--- src/rtl/tx_ser_pkg.sv ---
package tx_ser_pkg;
  typedef enum logic {
    ROUTE_LINE = 1'b0,
    ROUTE_WRAP = 1'b1
  } route_e;
endpackage

--- src/rtl/tx_slot_ctr.sv ---
module tx_slot_ctr #(
  parameter int unsigned SYM_W    = 10,
  parameter int unsigned CAP_SLOT = 5,
  localparam int unsigned CNT_W   = $clog2(SYM_W)
) (
  input  logic             clk_i,
  input  logic             rst_ni,
  input  logic             bit_en_i,
  output logic             cap_o,
  output logic             load_o,
  output logic [CNT_W-1:0] slot_o
);
  localparam logic [CNT_W-1:0] LAST = CNT_W'(SYM_W - 1);
  localparam logic [CNT_W-1:0] CAP  = CNT_W'(CAP_SLOT);

  logic [CNT_W-1:0] slot_q;

  always_ff @(posedge clk_i or negedge rst_ni) begin
    if (!rst_ni)       slot_q <= '0;
    else if (bit_en_i) slot_q <= (slot_q == LAST) ? '0 : slot_q + 1'b1;
  end

  assign cap_o  = bit_en_i && (slot_q == CAP);
  assign load_o = bit_en_i && (slot_q == LAST);
  assign slot_o = slot_q;
endmodule

--- src/rtl/tx_hold_reg.sv ---
module tx_hold_reg #(
  parameter int unsigned SYM_W = 10
) (
  input  logic             clk_i,
  input  logic             rst_ni,
  input  logic             cap_i,
  input  logic [SYM_W-1:0] data_i,
  output logic [SYM_W-1:0] hold_o
);
  // reset to ones so an early load emits idle
  always_ff @(posedge clk_i or negedge rst_ni) begin
    if (!rst_ni)    hold_o <= '1;
    else if (cap_i) hold_o <= data_i;
  end
endmodule

--- src/rtl/tx_shifter.sv ---
module tx_shifter #(
  parameter int unsigned SYM_W = 10
) (
  input  logic             clk_i,
  input  logic             rst_ni,
  input  logic             bit_en_i,
  input  logic             load_i,
  input  logic [SYM_W-1:0] par_i,
  output logic             ser_o
);
  logic [SYM_W-1:0] sh_q;

  always_ff @(posedge clk_i or negedge rst_ni) begin
    if (!rst_ni)       sh_q <= '1;
    else if (bit_en_i) sh_q <= load_i ? par_i : {1'b1, sh_q[SYM_W-1:1]};
  end

  assign ser_o = sh_q[0];
endmodule

--- src/rtl/tx_route.sv ---
module tx_route
  import tx_ser_pkg::*;
(
  input  route_e route_i,
  input  logic   ser_i,
  output logic   line_p_o,
  output logic   line_n_o,
  output logic   loop_o
);
  always_comb begin
    unique case (route_i)
      ROUTE_WRAP: begin
        line_p_o = 1'b1;
        loop_o   = ser_i;
      end
      default: begin
        line_p_o = ser_i;
        loop_o   = 1'b1;
      end
    endcase
    line_n_o = ~line_p_o;
  end
endmodule

--- src/rtl/tx_serializer.sv ---
module tx_serializer
  import tx_ser_pkg::*;
#(
  parameter int unsigned SYM_W     = 10,
  parameter int unsigned LAT_SLOTS = 4
) (
  input  logic             clk_i,
  input  logic             rst_ni,
  input  logic             bit_en_i,
  input  logic             wrap_i,
  input  logic [SYM_W-1:0] data_i,
  output logic             byte_tick_o,
  output logic             line_p_o,
  output logic             line_n_o,
  output logic             loop_o
);
  localparam int unsigned CNT_W    = $clog2(SYM_W);
  localparam int unsigned CAP_SLOT = SYM_W - 1 - LAT_SLOTS;

  generate
    if (LAT_SLOTS >= SYM_W) begin : g_bad_lat
      $error("LAT_SLOTS must be below SYM_W");
    end
  endgenerate

  logic             cap_w, load_w, ser_w;
  logic [CNT_W-1:0] slot_w;
  logic [SYM_W-1:0] hold_w;

  tx_slot_ctr #(.SYM_W(SYM_W), .CAP_SLOT(CAP_SLOT)) u_ctr (
    .clk_i(clk_i), .rst_ni(rst_ni), .bit_en_i(bit_en_i),
    .cap_o(cap_w), .load_o(load_w), .slot_o(slot_w)
  );

  tx_hold_reg #(.SYM_W(SYM_W)) u_hold (
    .clk_i(clk_i), .rst_ni(rst_ni), .cap_i(cap_w),
    .data_i(data_i), .hold_o(hold_w)
  );

  tx_shifter #(.SYM_W(SYM_W)) u_sh (
    .clk_i(clk_i), .rst_ni(rst_ni), .bit_en_i(bit_en_i),
    .load_i(load_w), .par_i(hold_w), .ser_o(ser_w)
  );

  tx_route u_route (
    .route_i(route_e'(wrap_i)), .ser_i(ser_w),
    .line_p_o(line_p_o), .line_n_o(line_n_o), .loop_o(loop_o)
  );

  assign byte_tick_o = cap_w;
endmodule

--- config.mk ---
export PLATFORM = sky130hd
export DESIGN_NAME = tx_serializer
export DESIGN_NICKNAME = d
export VERILOG_FILES = /design/src/rtl/tx_ser_pkg.sv /design/src/rtl/tx_slot_ctr.sv /design/src/rtl/tx_hold_reg.sv /design/src/rtl/tx_shifter.sv /design/src/rtl/tx_route.sv /design/src/rtl/tx_serializer.sv
export SDC_FILE = /design/constraint.sdc
export NUM_CORES = 1
export LEC_CHECK = 0
export BUFFER_PORTS_ARGS = -buffer_cell sky130_fd_sc_hd__buf_2
export CAP_MARGIN = 20
export CORE_MARGIN = 4
export CORE_UTILIZATION = 40
export CTS_CLUSTER_DIAMETER = 30
export DETAILED_ROUTE_END_ITERATION = 8
export SETUP_SLACK_MARGIN = 0.4
export SLEW_MARGIN = 20
export SYNTH_ARGS = -nofsm -noshare
export SYNTH_HDL_FRONTEND = slang
export SYNTH_SLANG_ARGS = --single-unit
--- constraint.sdc ---
create_clock -name clk_i -period 1.6 [get_ports clk_i]
set_clock_uncertainty 0.1 [all_clocks]
set_input_delay 0.16 -clock clk_i [delete_from_list [all_inputs] [get_ports clk_i]]
set_output_delay 0.16 -clock clk_i [all_outputs]
set_load 0.02 [all_outputs]
Word level (Yosys, flattened, before mapping) --
Index checks and enable logic that the tools add are counted.
Word-level totals: register bits after elaboration 24
Cells by class: add/sub/neg operators 1, eq/ne operators 2, muxes and demuxes 4, bitwise logic cells 1, reductions and logical operators 2
Operator list (number):
- $mux 10 | 1
- $add 4x1->4 const B | 1
- $eq 4x3->1 const B | 1
- $eq 4x4->1 const B | 1
- $mux 4 | 1
- $logic_and 1x1->1 | 2
- $mux 1 | 2
- $not 1->1 | 1

Longest topological paths before layout --
Gate-level depths: netlist (run 1).
word-level depth 3, mapped depth 4, mapped depth without buffers 3

Modules after synthesis --
A second synthesis (run 1) with hierarchy kept.
Second synthesis, totals: cell total of the unflattened synthesis 86, area, all modules 1096.1 µm²
Modules (own cells, without submodules):
- tx_shifter | times used 1, cells an instance 43, area each 466.7 µm², sequential area each 262.8 µm²
- tx_hold_reg | times used 1, cells an instance 21, area each 424.2 µm², sequential area each 262.8 µm²
- tx_slot_ctr | times used 1, cells an instance 19, area each 188.9 µm², sequential area each 100.1 µm²
- tx_route | times used 1, cells an instance 3, area each 16.3 µm², sequential area each 0.0 µm²

Least setup slack after synthesis (run 1) --
Ideal clock, no wire load.
kind flip-flop to flip-flop, from register u_ctr.slot_q[0] (netlist: u_ctr.slot_o[0]), to register u_sh.sh_q[8], library setup time 0.083 ns, arrival 1.226 ns, required time 1.417 ns, slack 0.190 ns, cell stages (with the launch flop) 5, buffers on the path 1, cells stage by stage dfrtp_1 nor4bb_4 and2_1 buf_4 a221o_1
On the way: word-level cells in the longest chain between the ends 3
Ends and longest elaborated chain:
- from (decl) | line tx_slot_ctr.sv:16 | logic [CNT_W-1:0] slot_q;
- from (signal assigned) | line tx_slot_ctr.sv:20 | else if (bit_en_i) slot_q <= (slot_q == LAST) ? '0 : slot_q + 1'b1;
- $eq 4x4->1 | line tx_slot_ctr.sv:24 | assign load_o = bit_en_i && (slot_q == LAST);
- $logic_and 1x1->1 | line tx_slot_ctr.sv:24
- $mux 10 | line tx_shifter.sv:15 | else if (bit_en_i) sh_q <= load_i ? par_i : {1'b1, sh_q[SYM_W-1:1]};
- to (signal assigned) | line tx_shifter.sv:15
- to (decl) | line tx_shifter.sv:11 | logic [SYM_W-1:0] sh_q;
No other way between the ends. A chain may end at the register's enable or synchronous reset.

Worst setup path after layout (run 1) --
from register u_ctr.slot_q[3] (netlist: u_ctr.slot_o[3]), to register u_hold.hold_o[2]
On the way: word-level cells in the longest chain between the ends 2
Ends and longest elaborated chain:
- $eq 4x3->1 | line tx_slot_ctr.sv:23 | assign cap_o = bit_en_i && (slot_q == CAP);
- $logic_and 1x1->1 | line tx_slot_ctr.sv:23
- to (signal assigned) | line tx_hold_reg.sv:13 | else if (cap_i) hold_o <= data_i;
- to (decl) | line tx_hold_reg.sv:8 | output logic [SYM_W-1:0] hold_o
No other way between the ends.

==> results.toml, run 1 <==
[synth]
syn_nets = 94
ys_types = 25
async_reset_ff_share_pct = 100
synth_top_area_share_pct = 47.4
synth_most_common_cell = "dfstp_2"
seq_area_frac_synth_pct = 56.4
ys_seq_elements = 24
synth_top_cell_by_area = "dfstp_2"
synth_area_leaders = "dfstp_2, mux2_4, dfrtp_1"
yosys-top-cells-count = "dfstp_2, nor2b_1, a221o_1, mux2_4, inv_1"
synth_cells = 80
yosys_warnings = 0
synth_edf_count = 0
synth_area_um2 = 1110
ys.flop_type = "dfstp_2"
syn_area_per_cell_um2 = 13.9

[routing]
dr_total_vias = 751
vias_per_cell = 5.04
drt.antenna.violating_nets = 0
first_iter_violations = 18
wirelength_um = 2200
post-route-drc-count = 0
first_pass_iters = 4
post_drt_wl_per_cell_um = 14.7

[global_route]
grt_use_met1_pct = 18.6
grt_pass1_wl_um = 3710
antenna_found_initial = 0
grtUsageMet2_pct = 21.4
top_usage_layer = "met2"
first_global_vias = 786
overflow = 0
gr-usage-met3_pct = 4.89
track_usage_pct = 13.7
grt_max_degree = 25

[power_and_ir_drop]
p_leak_nw = 0.689
irDropWorstVdd_uv = 959
power_density_nw_per_um2 = 1700

[floorplan]
die_y_um = 60.7
die_w_um = 60.7
io_pins = 18
initial_core_util_pct = 43.2
rows = 18
core_um2 = 2570
dieArea_um2 = 3680

[worst_setup_path]
rr_worst_depth = 6
worstSetupEndpointType = "flip-flop"
arrival_ns = 1.75
crit_chain = "and2b_1 > nand4_2 > buf_4 > buf_4 > buf_6 > mux2_4"
cp_slowest_cell = "dfrtp_1"
rr_endpoint = "u_hold.hold_o[2]"
critPathBufInv = 3
cpPeakStageDelay_ns = 0.41
crit_top_cell = "buf_4"
r2r_slack_ns = 0.004
worst-path-max-fanout = 5
cp.required_ns = 1.75
path_class = "reg -> reg"
cpLargestDelayFamily = "buffers and inverters"
startpoint_type = "flip-flop"
timing.rr.start = "u_ctr.slot_o[3]"

[timing]
post-route-period-util_pct = 99.7
postLayoutSetupSlackWorst_ns = 0.00416
fin_setup_tns_ns = 0
worstMarginPinSlew_ns = 0.503
rsz0062_at_grt = "yes"
fmax_mhz = 627
max-slew-margin-rel_pct = 66.4
hold_viol = 0
slew_viol_final = 0
finalSetupViolCount = 0
min_period_ns = 1.60

[placement]
gp_congestion = 0.717
place_area_um2 = 1240
dp.cells = 127
pre_cts_ws_ns = 0.0983
dp_hpwl_um = 1400
portBuffers = 17

[layout]
fin_nets = 134
drive_above_1_share_pct = 62.2
syn_to_final_growth_pct = 35.4
fillers = 216
n_antenna_cell = 0
fin_area_um2 = 1500
instances_no_fill = 149
final_core_util_pct = 58.5

[min_path]
whs_path_depth = 2
hold_end = "u_ctr.slot_o[0]"
hold_start = "bit_en_i"
hold_path.class = "in -> reg"

[outcome]
status = "completed"

[clocking]
cts_root_buf = "clkbuf_4"
clk_latency_ns = 0.31
cts_buffer_depth = 2
clkSlewWorstSetupHoldPaths_ns = 0.13
cts_buffers = 3
cts_tree = "yes"
h-tree-depth = 1
cts.sinks = 24

[job]
drv_cap = 0
[cell families (layout without fill, tap and decap cells)]
family / after synthesis / count (layout) / synth area share [%]
buffers and inverters: 9 / 48 / 4.28
multiplexers: 10 / 10 / 13.2
flip-flops: 24 / 24 / 56.4
XOR/XNOR: 3 / 3 / 2.37
AND/OR/NAND/NOR: 21 / 21 / 13.6
AO/OA/AOI/OAI: 13 / 13 / 10.1
[worst max path at each step]
stage,start,endpoint,slack [ns],cells past startpoint
final,u_ctr.slot_o[3],u_hold.hold_o[2],0.004,6
after global placement,u_ctr.slot_o[2],u_hold.hold_o[0],0.16,4
after detailed placement,u_ctr.slot_o[3],u_sh.sh_q[7],0.1,3
after CTS,u_ctr.slot_o[3],byte_tick_o,0.03,5
after global routing,u_ctr.slot_o[3],byte_tick_o,-0.07,5
after floorplan,u_ctr.slot_o[2],u_sh.sh_q[2],0.23,4
[per-stage QoR]
stage | hold WS (ns) | power [mW]
floorplan | -0.236 | 1.84
global placement | 0.0616 | 2.01
detailed placement | 0.0658 | 2.05
CTS | 0.00725 | 2.52
global route | 0.0262 | 2.71
finish | 0.0210 | 2.56
[layout make-up]
class | count | area, µm² | share of cell area [%]
Multi-Input combinational cell | 47 | 460 | 30.6
Inverter | 5 | 23.8 | 1.58
Sequential cell | 24 | 627 | 41.7
Tap cell | 30 | 37.5 | 2.50
Clock buffer | 4 | 36.3 | 2.41
Timing Repair Buffer | 39 | 318 | 21.1
[state kept, by name, summed over array words and instances (netlist names)]
register / flops
u_ctr.slot_o: 4
u_hold.hold_o: 10
u_sh.sh_q: 10
[routing by layer]
| metal | share of wire, % | up-vias |
|---|---|---|
| li1 | - | 360 |
| met1 | 45 | 366 |
| met2 | 48 | 21 |
| met3 | 4.9 | 4 |
| met4 | 1.2 | 0 |
| met5 | 0 | - |
[power breakdown]
part,internal [mW],switching [mW]
Clock,0.139,0.177
Combinational,0.638,0.364
Sequential,1.05,0.185
Total,1.83,0.727
[layout by cell type (no fill, tap or decap), drive strengths merged]
cell / n
xor2: 1
and2: 1
nand2: 1
nor2: 2
dlygate4sd3: 11
and2b: 2
nand3: 1
dfstp: 20
a31oi: 1
o22ai: 1
or2: 1
inv: 4
buf: 28
nor2b: 10
xnor2: 2
mux2: 10
clkbuf: 4
nand4: 1
dfrtp: 4
a221o: 9
nand2b: 1
clkinv: 1
nor4bb: 1
a21oi: 2
[what timing repair did]
item | CTS | global route
endpoints found under the setup margin | 25 | 26
pin swaps | 1 | 2
setup buffers | 5 | 2
hold buffers | 11 | 0
resized for setup | 16 | 4
endpoints found under the hold margin | 14 | 0
Power figures use the tool's default switching activity.
==> inputs of run 2 (changes only) <==
--- a/config.mk
+++ b/config.mk
@@ -7,10 +7,10 @@
 export LEC_CHECK = 0
 export BUFFER_PORTS_ARGS = -buffer_cell sky130_fd_sc_hd__buf_2
 export CAP_MARGIN = 20
-export CORE_MARGIN = 4
 export CORE_UTILIZATION = 40
 export CTS_CLUSTER_DIAMETER = 30
 export DETAILED_ROUTE_END_ITERATION = 8
+export MAX_ROUTING_LAYER = met4
 export SETUP_SLACK_MARGIN = 0.4
 export SLEW_MARGIN = 20
 export SYNTH_ARGS = -nofsm -noshare
==> run 2 against run 1 <==
  * The flow now finishes with violations (setup timing)
  * Register-to-register slack got worse by 0.06 ns
  * Sequential power barely moved
  * First-iteration DRC count fell by 44%
  * Largest cell class unchanged
==> results.toml, run 2 (synthesis results as in run 1) <==
[outcome]
status = "complete, but fails checks"
violations = "setup timing"

[power_and_ir_drop]
p_leak_nw = 0.729
irDropWorstVdd_uv = 992
power_density_nw_per_um2 = 1680

[worst_setup_path]
cpLargestDelayFamily = "flip-flops"
critPathBufInv = 3
arrival_ns = 1.39
worst-path-max-fanout = 2
startpoint_type = "flip-flop"
cp.required_ns = 1.34
cp_slowest_cell = "dfrtp_1"
cpPeakStageDelay_ns = 0.41
path_class = "reg -> out"
crit_chain = "and2b_2 > nand4_4 > buf_12 > clkinv_4 > buf_6"
worstSetupEndpointType = "output pin"

[clocking]
cts_buffer_depth = 2
clk_latency_ns = 0.32
cts_buffers = 3
cts_tree = "yes"
clkSlewWorstSetupHoldPaths_ns = 0.13
h-tree-depth = 1
cts.sinks = 24
cts_root_buf = "clkbuf_4"

[placement]
portBuffers = 17
dp_hpwl_um = 1320
gp_congestion = 0.718
place_area_um2 = 1250

[global_route]
gr-usage-met3_pct = 5.00
antenna_found_initial = 0
top_usage_layer = "met2"
first_global_vias = 820
overflow = 0
grt_max_degree = 25
grtUsageMet2_pct = 31.9
track_usage_pct = 19.7
grt_pass1_wl_um = 3890
grt_use_met1_pct = 23.9

[floorplan]
die_y_um = 54.7
initial_core_util_pct = 43.6
rows = 18
dieArea_um2 = 2990
io_pins = 18
die_w_um = 54.7
core_um2 = 2540

[timing]
slew_viol_final = 0
min_period_ns = 1.65
max-slew-margin-rel_pct = 63.8
rsz0062_at_grt = "yes"
finalSetupViolCount = 11
worstMarginPinSlew_ns = 0.542
post-route-period-util_pct = 103
postLayoutSetupSlackWorst_ns = -0.0537
hold_viol = 0
fmax_mhz = 605

[routing]
first_pass_iters = 4
post-route-drc-count = 0
wirelength_um = 2300
drt.antenna.violating_nets = 0
post_drt_wl_per_cell_um = 14.9
dr_total_vias = 788
first_iter_violations = 10
vias_per_cell = 5.08

[layout]
final_cell_mix = "dfstp_2, buf_2, dlygate4sd3_1"
multi_input_area_um2 = 493
fin_nets = 140
fillers = 213
fin_area_um2 = 1590
seq_area_um2 = 627
syn_to_final_growth_pct = 42.8
drive_above_1_share_pct = 64.0
final_core_util_pct = 62.3
n_antenna_cell = 0
final_common_cell = "dfstp_2"

[job]
drv_cap = 0

[min_path]
hold_path.class = "in -> reg"
[run 2: changes by cell type in the layout (fill, tap and decap cells not counted)]
| cell | delta |
|---|---|
| and2_4 | +1 |
| buf_4 | +2 |
| nand4_2 | -1 |
| nand4_4 | +1 |
| and2b_2 | +1 |
| nor2b_4 | +1 |
| inv_1 | +1 |
| inv_2 | -1 |
| and2b_1 | -1 |
| buf_8 | +1 |
| buf_12 | +1 |
[run 2: layout make-up]
type                       count  share of cell area [%]
timing repair buffer          43                    23.2
tap                           30                    2.37
clock buffer                   4                    2.29
multi-input combinational     49                    31.1
inverter                       5                    1.50
sequential                    24                    39.5
[run 2: per-layer routing]
metal,up-vias,wire length [µm]
met3,2,79
li1,374,-
met5,-,0
met4,0,29
met1,392,1100
met2,20,1090
[run 2: path summary, 6_finish.rpt]
check                                      start               end  slack (ns)  cells past startpoint
worst max-delay path             u_ctr.slot_o[3]       byte_tick_o       -0.05                      5
max in group asynchronous                 rst_ni   u_ctr.slot_o[2]        0.78                      2
worst min-delay path                    bit_en_i   u_ctr.slot_o[0]        0.08                      2
worst max register to register   u_ctr.slot_o[3]  u_hold.hold_o[1]       -0.05                      6
min in group asynchronous                 rst_ni   u_ctr.slot_o[0]        0.24                      2
worst min register to register  u_hold.hold_o[9]      u_sh.sh_q[9]        0.38                      2
[run 2: stage by stage]
step	total power, mW	hold WS (ns)	TNS (ns)	cells	setup slack, ns
after floorplan	1.84	-0.236	0	80	0.228
after global placement	2.00	0.0633	0	126	0.103
after detailed placement	2.03	0.0686	0	126	0.0504
after CTS	2.58	0.0638	-0.0557	151	-0.0557
after global routing	2.82	0.0956	-0.951	155	-0.114
final	2.66	0.0760	-0.488	155	-0.0537
[run 2: what timing repair did]
action | 4_1_cts | 5_1_grt
buffers inserted | 8 | 4
endpoints found under the hold margin | 14 | 0
hold buffers | 11 | 0
setup endpoints to repair | 25 | 26
gates resized for setup | 19 | 6
pin swaps | 9 | 1
gates cloned | 2 | 0
[run 2: worst reg2reg max path: cells and delay by family (launching register included)]
family	cells	cell delay (ns)
buffers and inverters	3	0.42
DFF	1	0.41
muxes	1	0.29
and+or+nand+nor	2	0.38
[run 2: where the power goes]
part           internal, mW  switching, mW  leakage [nW]  total (mW)
clock network         0.139          0.188        0.0210       0.327
registers              1.05          0.211         0.255        1.27
logic                 0.694          0.375         0.453        1.07
total                  1.89          0.775         0.729        2.66
==> inputs of run 3 (changes only) <==
--- a/config.mk
+++ b/config.mk
@@ -7,10 +7,12 @@
 export LEC_CHECK = 0
 export BUFFER_PORTS_ARGS = -buffer_cell sky130_fd_sc_hd__buf_2
 export CAP_MARGIN = 20
-export CORE_UTILIZATION = 40
+export CORE_MARGIN = 2
+export CORE_UTILIZATION = 54
 export CTS_CLUSTER_DIAMETER = 30
 export DETAILED_ROUTE_END_ITERATION = 8
 export MAX_ROUTING_LAYER = met4
+export PLACE_DENSITY = 0.77
 export SETUP_SLACK_MARGIN = 0.4
 export SLEW_MARGIN = 20
 export SYNTH_ARGS = -nofsm -noshare
==> constraint.sdc (replaced) <==
create_clock -name clk_i -period 1.6 [get_ports clk_i]
set_clock_uncertainty 0.1 [all_clocks]
set_input_delay 0.32 -clock clk_i [delete_from_list [all_inputs] [get_ports clk_i]]
set_output_delay 0.32 -clock clk_i [all_outputs]
set_load 0.02 [all_outputs]
==> run 3 against run 2 <==
  * The run still ends with setup timing left
  * Fmax is 2.2% lower
  * Cell area decreased by 7.6%
  * Routed wire length grew 4.1%
  * Combinational power is 5% higher
  * Sequential power is essentially flat
  * Critical path type unchanged
==> results.toml, run 3 (synthesis results as in run 1) <==
[clocking]
cts_buffers = 3
cts_root_buf = "clkbuf_4"
cts.sinks = 24
h-tree-depth = 1
clkSlewWorstSetupHoldPaths_ns = 0.14
cts_tree = "yes"
cts_buffer_depth = 2
clk_latency_ns = 0.33

[routing]
dr_total_vias = 744
wirelength_um = 2400
post_drt_wl_per_cell_um = 17.1
vias_per_cell = 5.31
first_pass_iters = 4
first_iter_violations = 5
drt.antenna.violating_nets = 0
post-route-drc-count = 0

[min_path]
hold_end = "u_hold.hold_o[5]"
hold_start = "data_i[5]"
whs_path_depth = 2
hold_path.class = "in -> reg"

[worst_setup_path]
timing.rr.start = "u_ctr.slot_o[3]"
rr_worst_depth = 6
rr_endpoint = "u_hold.hold_o[9]"
r2r_slack_ns = -0.05
startpoint = "u_ctr.slot_o[2]"
cp.required_ns = 1.18
cpPeakStageDelay_ns = 0.44
cp_slowest_cell = "dfrtp_2"
arrival_ns = 1.27
worst-path-max-fanout = 2
worstSetupEndpointType = "output pin"
startpoint_type = "flip-flop"
crit_chain = "and2b_2 > nand4_4 > clkinv_4 > buf_6"
path_class = "reg -> out"

[layout]
fin_nets = 128
n_antenna_cell = 0
final_common_cell = "dfstp_2"
final_core_util_pct = 75.5
final_cell_mix = "dfstp_2, buf_2, buf_6"
drive_above_1_share_pct = 71.7
fillers = 123
syn_to_final_growth_pct = 32.0

[global_route]
track_usage_pct = 21.6
grt_max_degree = 25
overflow = 0
top_usage_layer = "met2"
grtUsageMet2_pct = 35.8
first_global_vias = 817
grt_pass1_wl_um = 3760
antenna_found_initial = 0
gr-usage-met3_pct = 3.37
grt_use_met1_pct = 25.1

[timing]
postLayoutSetupSlackWorst_ns = -0.0906
min_period_ns = 1.69
fmax_mhz = 592
worstMarginPinSlew_ns = 0.516
finalSetupViolCount = 19
post-route-period-util_pct = 106
max-slew-margin-rel_pct = 65.6
hold_viol = 0
slew_viol_final = 0
rsz0062_at_grt = "yes"

[outcome]
violations = "setup timing"
status = "complete, but fails checks"

[floorplan]
initial_core_util_pct = 57.2
die_w_um = 49.3
die_y_um = 49.3
dieArea_um2 = 2430
io_pins = 18
rows = 16
core_um2 = 1940

[power_and_ir_drop]
p_total_mw = 2.74
irDropWorstVdd_uv = 1150
intPower_mw = 1.91
p_switching_uw = 827
p_sw_share_pct = 30.2
p_leak_nw = 0.676
p_comb_share_pct = 40.8
power_density_nw_per_um2 = 1870
pwr-share-clk_pct = 12.0
seqPwrFrac_pct = 47.2

[placement]
gp_congestion = 0.778
dp_hpwl_um = 1420
pre_cts_ws_ns = 0.0593
portBuffers = 17

[job]
drv_cap = 0
run 3: cell types whose count changed in the layout (fill, tap and decap cells not counted), sizes merged:
cell         delta
buf             -2
dlygate4sd3    -10
run 3: worst max path at each step:
stage                       endpoint  slack [ns]  depth (start not counted)
finish                   byte_tick_o       -0.09                          4
global route             byte_tick_o       -0.13                          4
CTS                      byte_tick_o       -0.07                          4
detailed placement      u_sh.sh_q[7]        0.06                          3
global placement    u_hold.hold_o[5]        0.12                          4
floorplan                byte_tick_o        0.23                          4
run 3: final cells by class:
class | instances | area (µm²) | share of cell area, %
inverters | 5 | 23.8 | 1.62
clock buffers | 4 | 36.3 | 2.48
multi-input cells | 49 | 495 | 33.8
well taps | 27 | 33.8 | 2.31
flip-flops and latches | 24 | 628 | 42.9
repair buffers | 31 | 248 | 16.9
run 3: power groups by stage:
stage          logic (mW)  registers, mW  clock network (mW)
3_3_place_gp        0.731           1.27                   0
2_1_floorplan       0.648           1.20                   0
3_5_place_dp        0.752           1.29                   0
4_1_cts             0.981           1.26               0.320
5_1_grt              1.19           1.33               0.363
6_report             1.12           1.29               0.328
run 3: metal layers:
layer	wire length, µm	up-vias
met5	0	-
met4	48	0
met3	49	5
met2	1200	18
met1	1100	371
li1	-	350
run 3: timing repair:
action / CTS / global route
resized for setup: 20 / 7
buffers inserted: 6 / 4
cloned: 2 / 0
pin swaps: 11 / 5
setup endpoints to repair: 25 / 26
endpoints found under the hold margin: 4 / 0
hold buffers: 1 / 0
run 3: metrics by stage:
step	instances	area (µm²)	TNS (ns)	hold slack [ns]
6_report	140	1470	-0.546	0.113
5_1_grt	140	1470	-1.43	0.102
4_1_cts	136	1410	-0.0672	0.120
3_5_place_dp	123	1240	0	0.212
3_3_place_gp	123	1240	0	0.215
2_1_floorplan	80	1130	0	-0.0756
run 3: critical path, delay by kind of cell (launching register included):
| family | cells | cell delay [ns] |
|---|---|---|
| simple gates | 2 | 0.33 |
| buf+inv | 2 | 0.17 |
| flops | 1 | 0.44 |
